`src/rtl/xbus_pkg.sv`:
```
package xbus_pkg;

  typedef enum logic [1:0] {
    XB_IDLE = 2'd0,
    XB_ADDR = 2'd1,
    XB_DATA = 2'd2,
    XB_END  = 2'd3
  } xb_state_e;

  // Active-low high-byte enable for the current cycle.
  function automatic logic bhe_n_for(input logic is16, input logic word, input logic a0);
    return !(is16 && (word || a0));
  endfunction

  // Written or read lanes as {high, low}.
  function automatic logic [1:0] lanes_for(input logic is16, input logic word, input logic a0);
    if (is16 && word) return 2'b11;
    return a0 ? 2'b10 : 2'b01;
  endfunction

  // A request turns into two byte cycles when a word meets a narrow bus.
  function automatic logic needs_split(input logic is16, input logic word);
    return word && !is16;
  endfunction

endpackage

```
`src/rtl/xbus_phase.sv`:
```
module xbus_phase #(
  parameter int OSC_PER_STATE = 3
) (
  input  logic clk,
  input  logic rst_n,
  output logic first_ph_o,
  output logic last_ph_o
);
  localparam int PH_W = (OSC_PER_STATE > 1) ? $clog2(OSC_PER_STATE) : 1;
  localparam logic [PH_W-1:0] PH_LAST = PH_W'(OSC_PER_STATE - 1);

  logic [PH_W-1:0] ph;

  always_ff @(posedge clk or negedge rst_n) begin
    if (!rst_n)              ph <= '0;
    else if (ph == PH_LAST)  ph <= '0;
    else                     ph <= ph + PH_W'(1);
  end

  assign first_ph_o = (ph == '0);
  assign last_ph_o  = (ph == PH_LAST);

  // one clock high, then low until the next state
  a_r2_clkout_narrow: assert property (@(posedge clk) disable iff (!rst_n)
    first_ph_o |=> !first_ph_o);
endmodule

```
`src/rtl/xbus_seq.sv`:
```
module xbus_seq
  import xbus_pkg::*;
#(
  parameter int DW     = 16,
  parameter int WAIT_W = 4
) (
  input  logic              clk,
  input  logic              rst_n,
  input  logic              last_ph_i,
  input  logic              req_i,
  input  logic              req_we_i,
  input  logic              req_word_i,
  input  logic              req_fetch_i,
  input  logic [DW-1:0]     req_addr_i,
  input  logic [DW-1:0]     req_wdata_i,
  input  logic              width_i,
  input  logic              cfg_dyn_i,
  input  logic              ready_i,
  input  logic [WAIT_W-1:0] cfg_max_wait_i,
  output xb_state_e         state_o,
  output logic [WAIT_W-1:0] waits_o,
  output logic              we_o,
  output logic              word_o,
  output logic              fetch_o,
  output logic              is16_o,
  output logic              second_o,
  output logic [DW-1:0]     cur_addr_o,
  output logic [DW-1:0]     wdata_o,
  output logic              data_close_o,
  output logic              done_o
);
  xb_state_e         state;
  logic [WAIT_W-1:0] waits;
  logic              r_we, r_word, r_fetch, r_is16, r_second;
  logic [DW-1:0]     r_addr, r_wdata;

  // Named events for the checks below and for the lane logic.
  logic launch, wait_insert, data_close, more_bytes;
  assign launch      = last_ph_i && (state == XB_IDLE) && req_i;
  assign wait_insert = last_ph_i && (state == XB_DATA) && !ready_i && (waits != cfg_max_wait_i);
  assign data_close  = last_ph_i && (state == XB_DATA) && !wait_insert;
  assign more_bytes  = needs_split(r_is16, r_word) && !r_second;

  always_ff @(posedge clk or negedge rst_n) begin
    if (!rst_n) begin
      state    <= XB_IDLE;
      waits    <= '0;
      r_we     <= 1'b0;
      r_word   <= 1'b0;
      r_fetch  <= 1'b0;
      r_is16   <= 1'b0;
      r_second <= 1'b0;
      r_addr   <= '0;
      r_wdata  <= '0;
      done_o   <= 1'b0;
    end else begin
      done_o <= 1'b0;
      if (last_ph_i) begin
        unique case (state)
          XB_IDLE: if (launch) begin
            state    <= XB_ADDR;
            r_we     <= req_we_i;
            r_word   <= req_word_i;
            r_fetch  <= req_fetch_i;
            r_addr   <= req_addr_i;
            r_wdata  <= req_wdata_i;
            r_is16   <= cfg_dyn_i & width_i;
            r_second <= 1'b0;
          end
          XB_ADDR: begin
            state <= XB_DATA;
            waits <= '0;
          end
          XB_DATA: begin
            if (wait_insert) waits <= waits + WAIT_W'(1);
            else             state <= XB_END;
          end
          XB_END: begin
            if (more_bytes) begin
              state    <= XB_ADDR;
              r_second <= 1'b1;
            end else begin
              state  <= XB_IDLE;
              done_o <= 1'b1;
            end
          end
          default: state <= XB_IDLE;
        endcase
      end
    end
  end

  assign state_o      = state;
  assign waits_o      = waits;
  assign we_o         = r_we;
  assign word_o       = r_word;
  assign fetch_o      = r_fetch;
  assign is16_o       = r_is16;
  assign second_o     = r_second;
  assign wdata_o      = r_wdata;
  assign data_close_o = data_close;
  assign cur_addr_o   = r_word ? {r_addr[DW-1:1], r_second} : r_addr;

  // a wait state is only added after a low ready sample
  a_r9_wait_needs_low_ready: assert property (@(posedge clk) disable iff (!rst_n)
    (state == XB_DATA && waits > $past(waits)) |-> !$past(ready_i));
  // the wait count never passes the configured cap
  a_r10_wait_capped: assert property (@(posedge clk) disable iff (!rst_n)
    (state == XB_DATA) |-> (waits <= cfg_max_wait_i));
  // with per-request width disabled the cycle is narrow
  a_r4_narrow_when_off: assert property (@(posedge clk) disable iff (!rst_n)
    (launch && !cfg_dyn_i) |=> !r_is16);
endmodule

```
`src/rtl/xbus_lanes.sv`:
```
module xbus_lanes
  import xbus_pkg::*;
#(
  parameter int BYTE_W = 8
) (
  input  logic                clk,
  input  logic                rst_n,
  input  xb_state_e           state_i,
  input  logic                is16_i,
  input  logic                word_i,
  input  logic                we_i,
  input  logic                second_i,
  input  logic [2*BYTE_W-1:0] cur_addr_i,
  input  logic [2*BYTE_W-1:0] wdata_i,
  input  logic [2*BYTE_W-1:0] ad_i,
  input  logic                data_close_i,
  output logic [2*BYTE_W-1:0] ad_o,
  output logic                ad_oe_o,
  output logic                bhe_n_o,
  output logic [1:0]          lanes_o,
  output logic [2*BYTE_W-1:0] rdata_o
);
  localparam int DW = 2 * BYTE_W;

  logic              a0;
  logic [BYTE_W-1:0] wr_byte, lo_in, hi_in;
  logic [DW-1:0]     data_word;

  assign a0      = cur_addr_i[0];
  assign lo_in   = ad_i[BYTE_W-1:0];
  assign hi_in   = ad_i[DW-1:BYTE_W];
  assign wr_byte = (word_i && second_i) ? wdata_i[DW-1:BYTE_W] : wdata_i[BYTE_W-1:0];

  always_comb begin
    if (is16_i) data_word = word_i ? wdata_i : {wr_byte, wr_byte};
    else        data_word = {cur_addr_i[DW-1:BYTE_W], wr_byte};
  end

  assign ad_o    = (state_i == XB_ADDR) ? cur_addr_i : data_word;
  assign ad_oe_o = (state_i == XB_ADDR) ||
                   (we_i && (state_i == XB_DATA || state_i == XB_END));
  assign bhe_n_o = bhe_n_for(is16_i, word_i, a0);
  assign lanes_o = lanes_for(is16_i, word_i, a0);

  always_ff @(posedge clk or negedge rst_n) begin
    if (!rst_n) begin
      rdata_o <= '0;
    end else if (data_close_i && !we_i) begin
      if (is16_i && word_i) rdata_o <= ad_i;
      else if (is16_i)      rdata_o <= {{BYTE_W{1'b0}}, (a0 ? hi_in : lo_in)};
      else if (second_i)    rdata_o[DW-1:BYTE_W] <= lo_in;
      else                  rdata_o <= {{BYTE_W{1'b0}}, lo_in};
    end
  end

  // the second half of a split word addresses the odd byte
  a_r12_second_is_odd: assert property (@(posedge clk) disable iff (!rst_n)
    (state_i == XB_ADDR && second_i) |-> cur_addr_i[0]);
endmodule

```
`src/rtl/xbus_ctrl.sv`:
```
module xbus_ctrl
  import xbus_pkg::*;
#(
  parameter int BYTE_W        = 8,
  parameter int WAIT_W        = 4,
  parameter int OSC_PER_STATE = 3
) (
  input  logic                clk,
  input  logic                rst_n,
  input  logic                req_i,
  input  logic                req_we_i,
  input  logic                req_word_i,
  input  logic                req_fetch_i,
  input  logic [2*BYTE_W-1:0] req_addr_i,
  input  logic [2*BYTE_W-1:0] req_wdata_i,
  output logic                busy_o,
  output logic                done_o,
  output logic [2*BYTE_W-1:0] rdata_o,
  input  logic                cfg_dyn_width_i,
  input  logic                cfg_adv_i,
  input  logic                cfg_split_wr_i,
  input  logic [WAIT_W-1:0]   cfg_max_wait_i,
  output logic                clkout_o,
  output logic [2*BYTE_W-1:0] ad_o,
  output logic                ad_oe_o,
  input  logic [2*BYTE_W-1:0] ad_i,
  output logic                ale_o,
  output logic                rd_n_o,
  output logic                wr_n_o,
  output logic                wrh_n_o,
  output logic                bhe_n_o,
  output logic                inst_o,
  input  logic                ready_i,
  input  logic                width_i
);
  localparam int DW = 2 * BYTE_W;

  logic              first_ph, last_ph;
  xb_state_e         state;
  logic [WAIT_W-1:0] waits;
  logic              we, word, fetch, is16, second, data_close, bhe_raw;
  logic [DW-1:0]     cur_addr, wdata;
  logic [1:0]        lanes;

  xbus_phase #(.OSC_PER_STATE(OSC_PER_STATE)) u_phase (
    .clk(clk), .rst_n(rst_n), .first_ph_o(first_ph), .last_ph_o(last_ph)
  );

  xbus_seq #(.DW(DW), .WAIT_W(WAIT_W)) u_seq (
    .clk(clk), .rst_n(rst_n), .last_ph_i(last_ph),
    .req_i(req_i), .req_we_i(req_we_i), .req_word_i(req_word_i),
    .req_fetch_i(req_fetch_i), .req_addr_i(req_addr_i), .req_wdata_i(req_wdata_i),
    .width_i(width_i), .cfg_dyn_i(cfg_dyn_width_i), .ready_i(ready_i),
    .cfg_max_wait_i(cfg_max_wait_i),
    .state_o(state), .waits_o(waits), .we_o(we), .word_o(word), .fetch_o(fetch),
    .is16_o(is16), .second_o(second), .cur_addr_o(cur_addr), .wdata_o(wdata),
    .data_close_o(data_close), .done_o(done_o)
  );

  xbus_lanes #(.BYTE_W(BYTE_W)) u_lanes (
    .clk(clk), .rst_n(rst_n), .state_i(state), .is16_i(is16), .word_i(word),
    .we_i(we), .second_i(second), .cur_addr_i(cur_addr), .wdata_i(wdata),
    .ad_i(ad_i), .data_close_i(data_close),
    .ad_o(ad_o), .ad_oe_o(ad_oe_o), .bhe_n_o(bhe_raw), .lanes_o(lanes),
    .rdata_o(rdata_o)
  );

  // Strobe generation from the sequencer state.
  logic in_cyc, addr_ph, data_ph, wr_act, split_on;
  assign in_cyc   = (state != XB_IDLE);
  assign addr_ph  = (state == XB_ADDR);
  assign data_ph  = (state == XB_DATA);
  assign wr_act   = data_ph && we;
  assign split_on = wr_act && !(first_ph && waits == '0);

  assign busy_o   = in_cyc;
  assign clkout_o = first_ph;
  assign ale_o    = cfg_adv_i ? !(addr_ph || data_ph) : addr_ph;
  assign rd_n_o   = !(data_ph && !we);
  assign wr_n_o   = cfg_split_wr_i ? !(split_on && lanes[0]) : !wr_act;
  assign wrh_n_o  = cfg_split_wr_i ? !(split_on && lanes[1]) : 1'b1;
  assign bhe_n_o  = in_cyc ? bhe_raw : 1'b1;
  assign inst_o   = in_cyc && fetch && !we;

  // strobes quiet outside an access
  a_r1_idle_quiet: assert property (@(posedge clk) disable iff (!rst_n)
    (state == XB_IDLE) |-> (rd_n_o && wr_n_o && wrh_n_o && bhe_n_o && !inst_o && !ad_oe_o));
  // the latch strobe only appears while the address is driven
  a_r3_latch_with_address: assert property (@(posedge clk) disable iff (!rst_n)
    (!cfg_adv_i && ale_o) |-> ad_oe_o);
  // never read and write at once
  a_r6_rd_wr_exclusive: assert property (@(posedge clk) disable iff (!rst_n)
    !(!rd_n_o && (!wr_n_o || !wrh_n_o)));
  // data is driven whenever a write strobe is low
  a_r7_write_drives_bus: assert property (@(posedge clk) disable iff (!rst_n)
    (!wr_n_o || !wrh_n_o) |-> ad_oe_o);
  // a split strobe falls only after the data state has begun
  a_r8_split_starts_late: assert property (@(posedge clk) disable iff (!rst_n)
    (cfg_split_wr_i && ($fell(wr_n_o) || $fell(wrh_n_o))) |-> $past(state == XB_DATA));
  // the fetch flag rises with the address state
  a_r11_inst_from_addr: assert property (@(posedge clk) disable iff (!rst_n)
    $rose(inst_o) |-> (state == XB_ADDR));
endmodule

```
`config.mk`:
```
export PLATFORM = sky130hd
export DESIGN_NAME = xbus_ctrl
export DESIGN_NICKNAME = d
export VERILOG_FILES = /design/src/rtl/xbus_pkg.sv /design/src/rtl/xbus_phase.sv /design/src/rtl/xbus_seq.sv /design/src/rtl/xbus_lanes.sv /design/src/rtl/xbus_ctrl.sv
export SDC_FILE = /design/constraint.sdc
export NUM_CORES = 1
export LEC_CHECK = 0
export BUFFER_PORTS_ARGS = -buffer_cell sky130_fd_sc_hd__buf_2
export CAP_MARGIN = 5
export CORE_AREA = 2 2 90 92
export CTS_CLUSTER_SIZE = 10
export DETAILED_ROUTE_END_ITERATION = 10
export DIE_AREA = 0 0 92 94
export PLACE_DENSITY = 0.86
export SLEW_MARGIN = 10
export SYNTH_ARGS = -nofsm -noshare
export SYNTH_HDL_FRONTEND = slang
export SYNTH_HIERARCHICAL = 1
export SYNTH_SLANG_ARGS = --single-unit
```
`constraint.sdc`:
```
create_clock -name clk -period 1.81 [get_ports clk]
set_input_delay 0.0905 -clock clk [delete_from_list [all_inputs] [get_ports clk]]
set_output_delay 0.0905 -clock clk [all_outputs]
set_load 0.01 [all_outputs]
```
== After elaboration in Yosys (flattened, before gate mapping) ==
Cells that the tools add are included.
W data, S select, Z words.
Operators by class
  add/sub/neg operators: 2
  $mul: 0
  div/mod/pow operators: 0
  $lt $le $gt $ge: 0
  equality and inequality tests: 10
  shift-type cells: 0
  muxes and demuxes: 31
  bitwise gates (word level): 1
  reduce and logical (&&, ||, !) cells: 48
Operators by type and width (count)
  $mux W16: 5
  $mux W8: 4
  $logic_and A1 B1 Y1: 21
  $logic_not A1 Y1: 12
  $mux W1: 12
  $mux W2: 6
  $reduce_and A3 Y1: 3
  $pmux W2 S4: 1
  $pmux W4 S2: 1
  $eq A2 B2 Y1 const B: 3
  $reduce_bool A2 Y1: 3
  $add A4 B1 Y4 const B: 1
  $logic_not A2 Y1: 2
  $logic_not A4 Y1: 1
  $logic_or A1 B1 Y1: 4
  $mux W4: 1
  $ne A2 B1 Y1 const B: 2
  $ne A2 B2 Y1 const B: 2
  $ne A4 B4 Y1: 1
  $reduce_and A4 Y1: 1
  $ne A3 B1 Y1 const B: 1
  $add A2 B1 Y2 const B: 1
  $eq A2 B1 Y1 const B: 1
  $pmux W1 S2: 1
  other kinds (2): 2
Storage, ports and cells
  register bits after elaboration: 62
  latch bits: 0
  RAM bits: 0
  bits in read-only memories: 0
  bits of input ports: 63
  word-level logic and storage cells: 105
  memories: 0

== Logic depth before layout (Yosys ltp) ==
  word-level depth: 8
  gate-level depth with buffers: 10
  depth with buffers taken out: 7

== By module ==
Netlist, hierarchy kept.
By module, submodules not included
  xbus_seq: instances 1, cells an instance 153, area each 2005.7 µm²
  xbus_lanes: instances 1, cells an instance 159, area each 1262.5 µm²
  xbus_ctrl: instances 1, cells an instance 18, area each 147.6 µm²
  xbus_phase: instances 1, cells an instance 5, area each 68.8 µm²

== Worst setup path before layout ==
OpenSTA, ideal clock, no wires.
  path kind: register to register
  start point: register u_seq.state[0], in the netlist u_seq/state_o[0]
  end point: register u_lanes.rdata_o[6]
  library setup time: 82 ps
  data arrival time: 1793 ps
  data required time: 1728 ps
  slack: -64 ps
  cell stages (with the launch flop): 11
  clock period less this slack: 1874 ps
  path through: dfrtp_1 inv_1 ha_1 clkbuf_1 nand2_1 nor2_1 nor2b_1 buf_4 buf_4 a21oi_1 a31oi_1
On the way
  longest elaborated chain between the ends: 8
RTL lines
  start, declared: RTL line xbus_seq.sv:32  | xb_state_e state;
  start signal, assigned: RTL line xbus_seq.sv:46  | state <= XB_IDLE;
  start signal, assigned: RTL line xbus_seq.sv:61  | state <= XB_ADDR;
  start signal, assigned: RTL line xbus_seq.sv:71  | state <= XB_DATA;
  $eq A2 B2 Y1 (*): RTL line xbus_seq.sv:40, xbus_seq.sv:41
  $logic_and A1 B1 Y1 (*): RTL line xbus_seq.sv:40, xbus_seq.sv:41
  $logic_and A1 B1 Y1 (2 in a row): RTL line xbus_seq.sv:40  | assign wait_insert = last_ph_i && (state == XB_DATA) && !ready_i && (waits != cfg_max_wait_i);
  $logic_not A1 Y1: RTL line xbus_seq.sv:41  | assign data_close = last_ph_i && (state == XB_DATA) && !wait_insert;
  $logic_and A1 B1 Y1 (*): RTL line xbus_seq.sv:41
  net data_close: RTL line xbus_ctrl.sv:41  | logic we, word, fetch, is16, second, data_close, bhe_raw;
  $logic_and A1 B1 Y1 (*): RTL line xbus_lanes.sv:48  | end else if (data_close_i && !we_i) begin
  $reduce_and A2 Y1 (no source line) (*)
  end signal, assigned: RTL line xbus_lanes.sv:49  | if (is16_i && word_i) rdata_o <= ad_i;
  end signal, assigned: RTL line xbus_lanes.sv:50  | else if (is16_i) rdata_o <= {{BYTE_W{1'b0}}, (a0 ? hi_in : lo_in)};
  end signal, assigned by index: RTL line xbus_lanes.sv:51  | else if (second_i) rdata_o[DW-1:BYTE_W] <= lo_in;
  end, declared: RTL line xbus_lanes.sv:21  | output logic [2*BYTE_W-1:0] rdata_o
Mark *: on every way through the listed nets, which the timed path passes. The rest lies on a longest branch.
A chain may end at the register's enable or synchronous reset.

== Final worst setup path ==
  start point: register u_seq.r_is16, in the netlist u_seq/is16_o
  end point: output port ad_o[5]
On the way
  longest elaborated chain between the ends: 2
RTL lines
  start, declared: RTL line xbus_seq.sv:34  | logic r_we, r_word, r_fetch, r_is16, r_second;
  start signal, assigned: RTL line xbus_seq.sv:67  | r_is16 <= cfg_dyn_i & width_i;
  $mux W16: RTL line xbus_lanes.sv:35  | if (is16_i) data_word = word_i ? wdata_i : {wr_byte, wr_byte};
  $mux W16: RTL line xbus_lanes.sv:39  | assign ad_o = (state_i == XB_ADDR) ? cur_addr_i : data_word;
  end, declared: RTL line xbus_ctrl.sv:24  | output logic [2*BYTE_W-1:0] ad_o,
Every way passes these cells.

==> impl_metrics.yaml <==
status:
  status: "completed"
grt:
  grt_pass1_vias: 3050
  grt_pass1_wl_mm: 14.41
  grt_max_degree: 41
  track_usage_pct: 21.41
  grt_overflow_total: 0
  antenna_found_initial: 0
synthesis:
  synth_simple_gate_area_share_pct: 14.36
  ys_warn_count: 6
  synth.area.mux_share_pct: 14.54
  yosysUniqueCellTypes: 44
  synthAdderAreaFrac_pct: 2.873
  synth-compound-area-share_pct: 14.40
  yosys_most_used_dff: "dfrtp_1"
  syn_avg_cell_area_um2: 10.40
  synth_top_family_by_area: "multiplexers"
  netlist_area_mm2: 0.003485
  synth_nets: 406
  ys_seq_area_share_pct: 44.52
  synth_cells: 335
  ys_ff_latch: 62
  synth_edf_count: 0
  async_reset_ff_share_pct: 100.0
  synth_xor_area_share_pct: 1.005
floorplanning:
  die_width_um: 92
  rows: 32
  initial_core_util_pct: 45.81
  core_mm2: 0.007607
  io_pins: 105
  die-area_mm2: 0.008648
  die-height_um: 94
placed_design:
  dpl-instance-area_mm2: 0.004035
  io_buffers: 104
  dp_hpwl_mm: 6.090
  preCtsSetupSlack_ns: 0.1381
  dp.cells: 523
  gp_congestion: 0.8805
worst_setup_path:
  path_cells: "buf_8 -> and3b_2 -> nand2_1 -> a31oi_1 -> buf_2"
  crit_type: "register to primary output"
  cpPeakStageDelay_ns: 0.41
  cp.arrival_ns: 1.69
  cpMaxStageDelayCell: "dfrtp_1"
  path_depth: 5
  worstSetupEndpointType: "primary output"
  crit_path_start_kind: "register"
  cp_num_buf_inv: 2
  cp.required_ns: 1.72
  critical_path.top_delay_family: "simple AND/OR/NAND/NOR gates"
  cp_max_fo: 9
  rr_worst_depth: 7
drt:
  met1Wirelength_mm: 3.909
  dr_total_vias: 3057
  wl_mm: 9.334
  first_iter_violations: 81
  wl_met2_mm: 4.742
  via_per_inst: 5.244
  topRoutingLayerUsed: "met4"
  dr.pass1.iters: 5
  routed-wl-met3_um: 604
  wl_per_cell_um: 16.01
  drc: 0
  postRouteAntennaNets: 0
clock_tree:
  cts_made_buffers: 9
  clockRootBuffer: "clkbuf_8"
  cts_tree: "yes"
  clock_sinks: 62
  clkTransAtPathRegs_ns: 0.07
  clockBufferDepth: 2
  insertion_delay_ns: 0.33
  htree_levels: 3
cells_and_area:
  insertedDiodeCount: 0
  seq_area_mm2: 0.001553
  multiInputGateArea_mm2: 0.001702
  area_growth_pct: 37.16
  design_area_mm2: 0.004780
  n_fill_cell: 614
  fin_nets: 547
  drive_above_1_share_pct: 44.28
  final_cell_count_no_fill: 583
timing:
  slew_violations: 0
  setup_viol: 0
  rsz0062_at_grt: "true"
  fin_hold_ws_ns: 0.02215
  relSlewSlack_pct: 54.81
  period_needed_ns: 1.782
  period_share_pct: 98.48
  hold_violations: 0
  finalClockSkew_ns: 0.007275
  setup_slack_ns: 0.02759
  max_clock_freq_mhz: 561.0
  worstMarginPinSlew_ns: 0.6749
power:
  ir_drop_mv: 1.047
  pwr_density_cell_mw_per_mm2: 1661
  p_leak_nw: 2.279
  finalPower_mw: 7.940
hold_path:
  min_path_cells: 3
  hold_path.class: "input port to register"
job:
  drv_cap: 0
synth_stat cells (all sizes together), types with 3 or more instances:
| cell | instances | area share (%) |
|---|---|---|
| buf | 34 | 7.2 |
| nand2b | 6 | 1.3 |
| a221oi | 9 | 3.7 |
| and2 | 3 | 0.54 |
| mux2 | 37 | 12 |
| nand3 | 3 | 0.43 |
| inv | 9 | 0.97 |
| ha | 8 | 2.9 |
| dfrtp | 62 | 45 |
| xnor2 | 4 | 1.0 |
| a31oi | 16 | 2.9 |
| o21ai | 4 | 0.57 |
| nor2 | 31 | 3.6 |
| a21oi | 26 | 3.7 |
| nand2 | 45 | 4.8 |
| mux2i | 9 | 2.6 |
| nand3b | 4 | 0.97 |
| nor2b | 3 | 0.54 |
final timing paths:
path                                                  from                               to  slack (ns)
setup / recovery                  u_seq/is16_o$_DFFE_PN0P_                          ad_o[5]        0.03
hold reg to reg            u_lanes/rdata_o[12]$_DFFE_PN0P_  u_lanes/rdata_o[12]$_DFFE_PN0P_        0.51
setup reg to reg              u_seq/waits_o[2]$_DFFE_PN0P_   u_lanes/rdata_o[8]$_DFFE_PN0P_        0.11
hold / removal                                     ad_i[4]  u_lanes/rdata_o[12]$_DFFE_PN0P_        0.02
max in group asynchronous                            rst_n     u_seq/state_o[1]$_DFFE_PN0P_        0.91
min in group asynchronous                            rst_n     u_seq/waits_o[2]$_DFFE_PN0P_        0.27
cells in the final DEF, fill, tap and decap left out, drive strengths merged, types with 2 or more instances in the layout:
master	instances
clkbuf	10
and3b	2
a221oi	9
bufinv	3
inv	10
a31oi	16
dfrtp	62
dlygate4sd3	35
nand2	45
clkinv	2
or2	2
mux2	37
nor2	31
buf	130
nand2b	6
a21oi	26
mux2i	9
nand3	3
xnor2	4
ha	8
nand3b	4
o21ai	4
nor2b	3
and2	3
cell type report:
cell class	count	area share [%]
tap	102	2.670
clock inverter	6	2.277
sequential	62	32.49
timing repair buffer	165	23.59
inverter	9	0.7068
clock buffer	10	2.670
multi-input combinational	229	35.60
cells by family after synthesis:
kind of cell,count (synthesis)
simple gates,105
compound gates,66
flops,62
mux,46
buf+inv,44
fa+ha+maj,8
xor+xnor,4
sequential cells by signal, indices dropped and copies added, names as in the netlist:
| name | flops |
|---|---|
| u_lanes/rdata_o | 16 |
| u_phase/ph | 2 |
| u_seq/done_o | 1 |
| u_seq/fetch_o | 1 |
| u_seq/is16_o | 1 |
| u_seq/r_addr | 16 |
| u_seq/second_o | 1 |
| u_seq/state_o | 2 |
| u_seq/waits_o | 4 |
| u_seq/wdata_o | 16 |
| u_seq/we_o | 1 |
| u_seq/word_o | 1 |
worst register-to-register path, delay by kind of cell (launching register included):
kind	cells	cell delay, ns
AO/OA/AOI/OAI	2	0.36
XOR/XNOR	1	0.22
flip-flops	1	0.39
AND/OR/NAND/NOR	3	0.41
buffers and inverters	1	0.19
what timing repair did:
item / CTS / global route
resized for setup: 11 / 12
buffers inserted: 3 / 6
hold endpoints to repair: 56 / 0
hold buffers: 35 / 0
setup endpoints to repair: 18 / 25
pin swaps: 2 / 3
power by group:
group,total (mW),switching (mW),internal (mW)
logic,3.94,2.04,1.90
clock network,1.48,0.561,0.916
registers,2.52,0.464,2.05
total,7.94,3.07,4.87
through the flow:
step           util (%)  setup TNS (ns)
3_3_place_gp      53.04               0
5_1_grt           62.83         -0.1365
6_report          62.83               0
3_5_place_dp      53.04               0
4_1_cts           61.45               0
2_1_floorplan         -               0
layer usage:
layer | vias to the layer above | GRT usage, %
li1 | 1445 | -
met1 | 1484 | 26.37
met2 | 120 | 37.62
met3 | 8 | 5.778
met4 | 0 | 4.975
met5 | - | 0
Power figures use the tool's default switching activity.
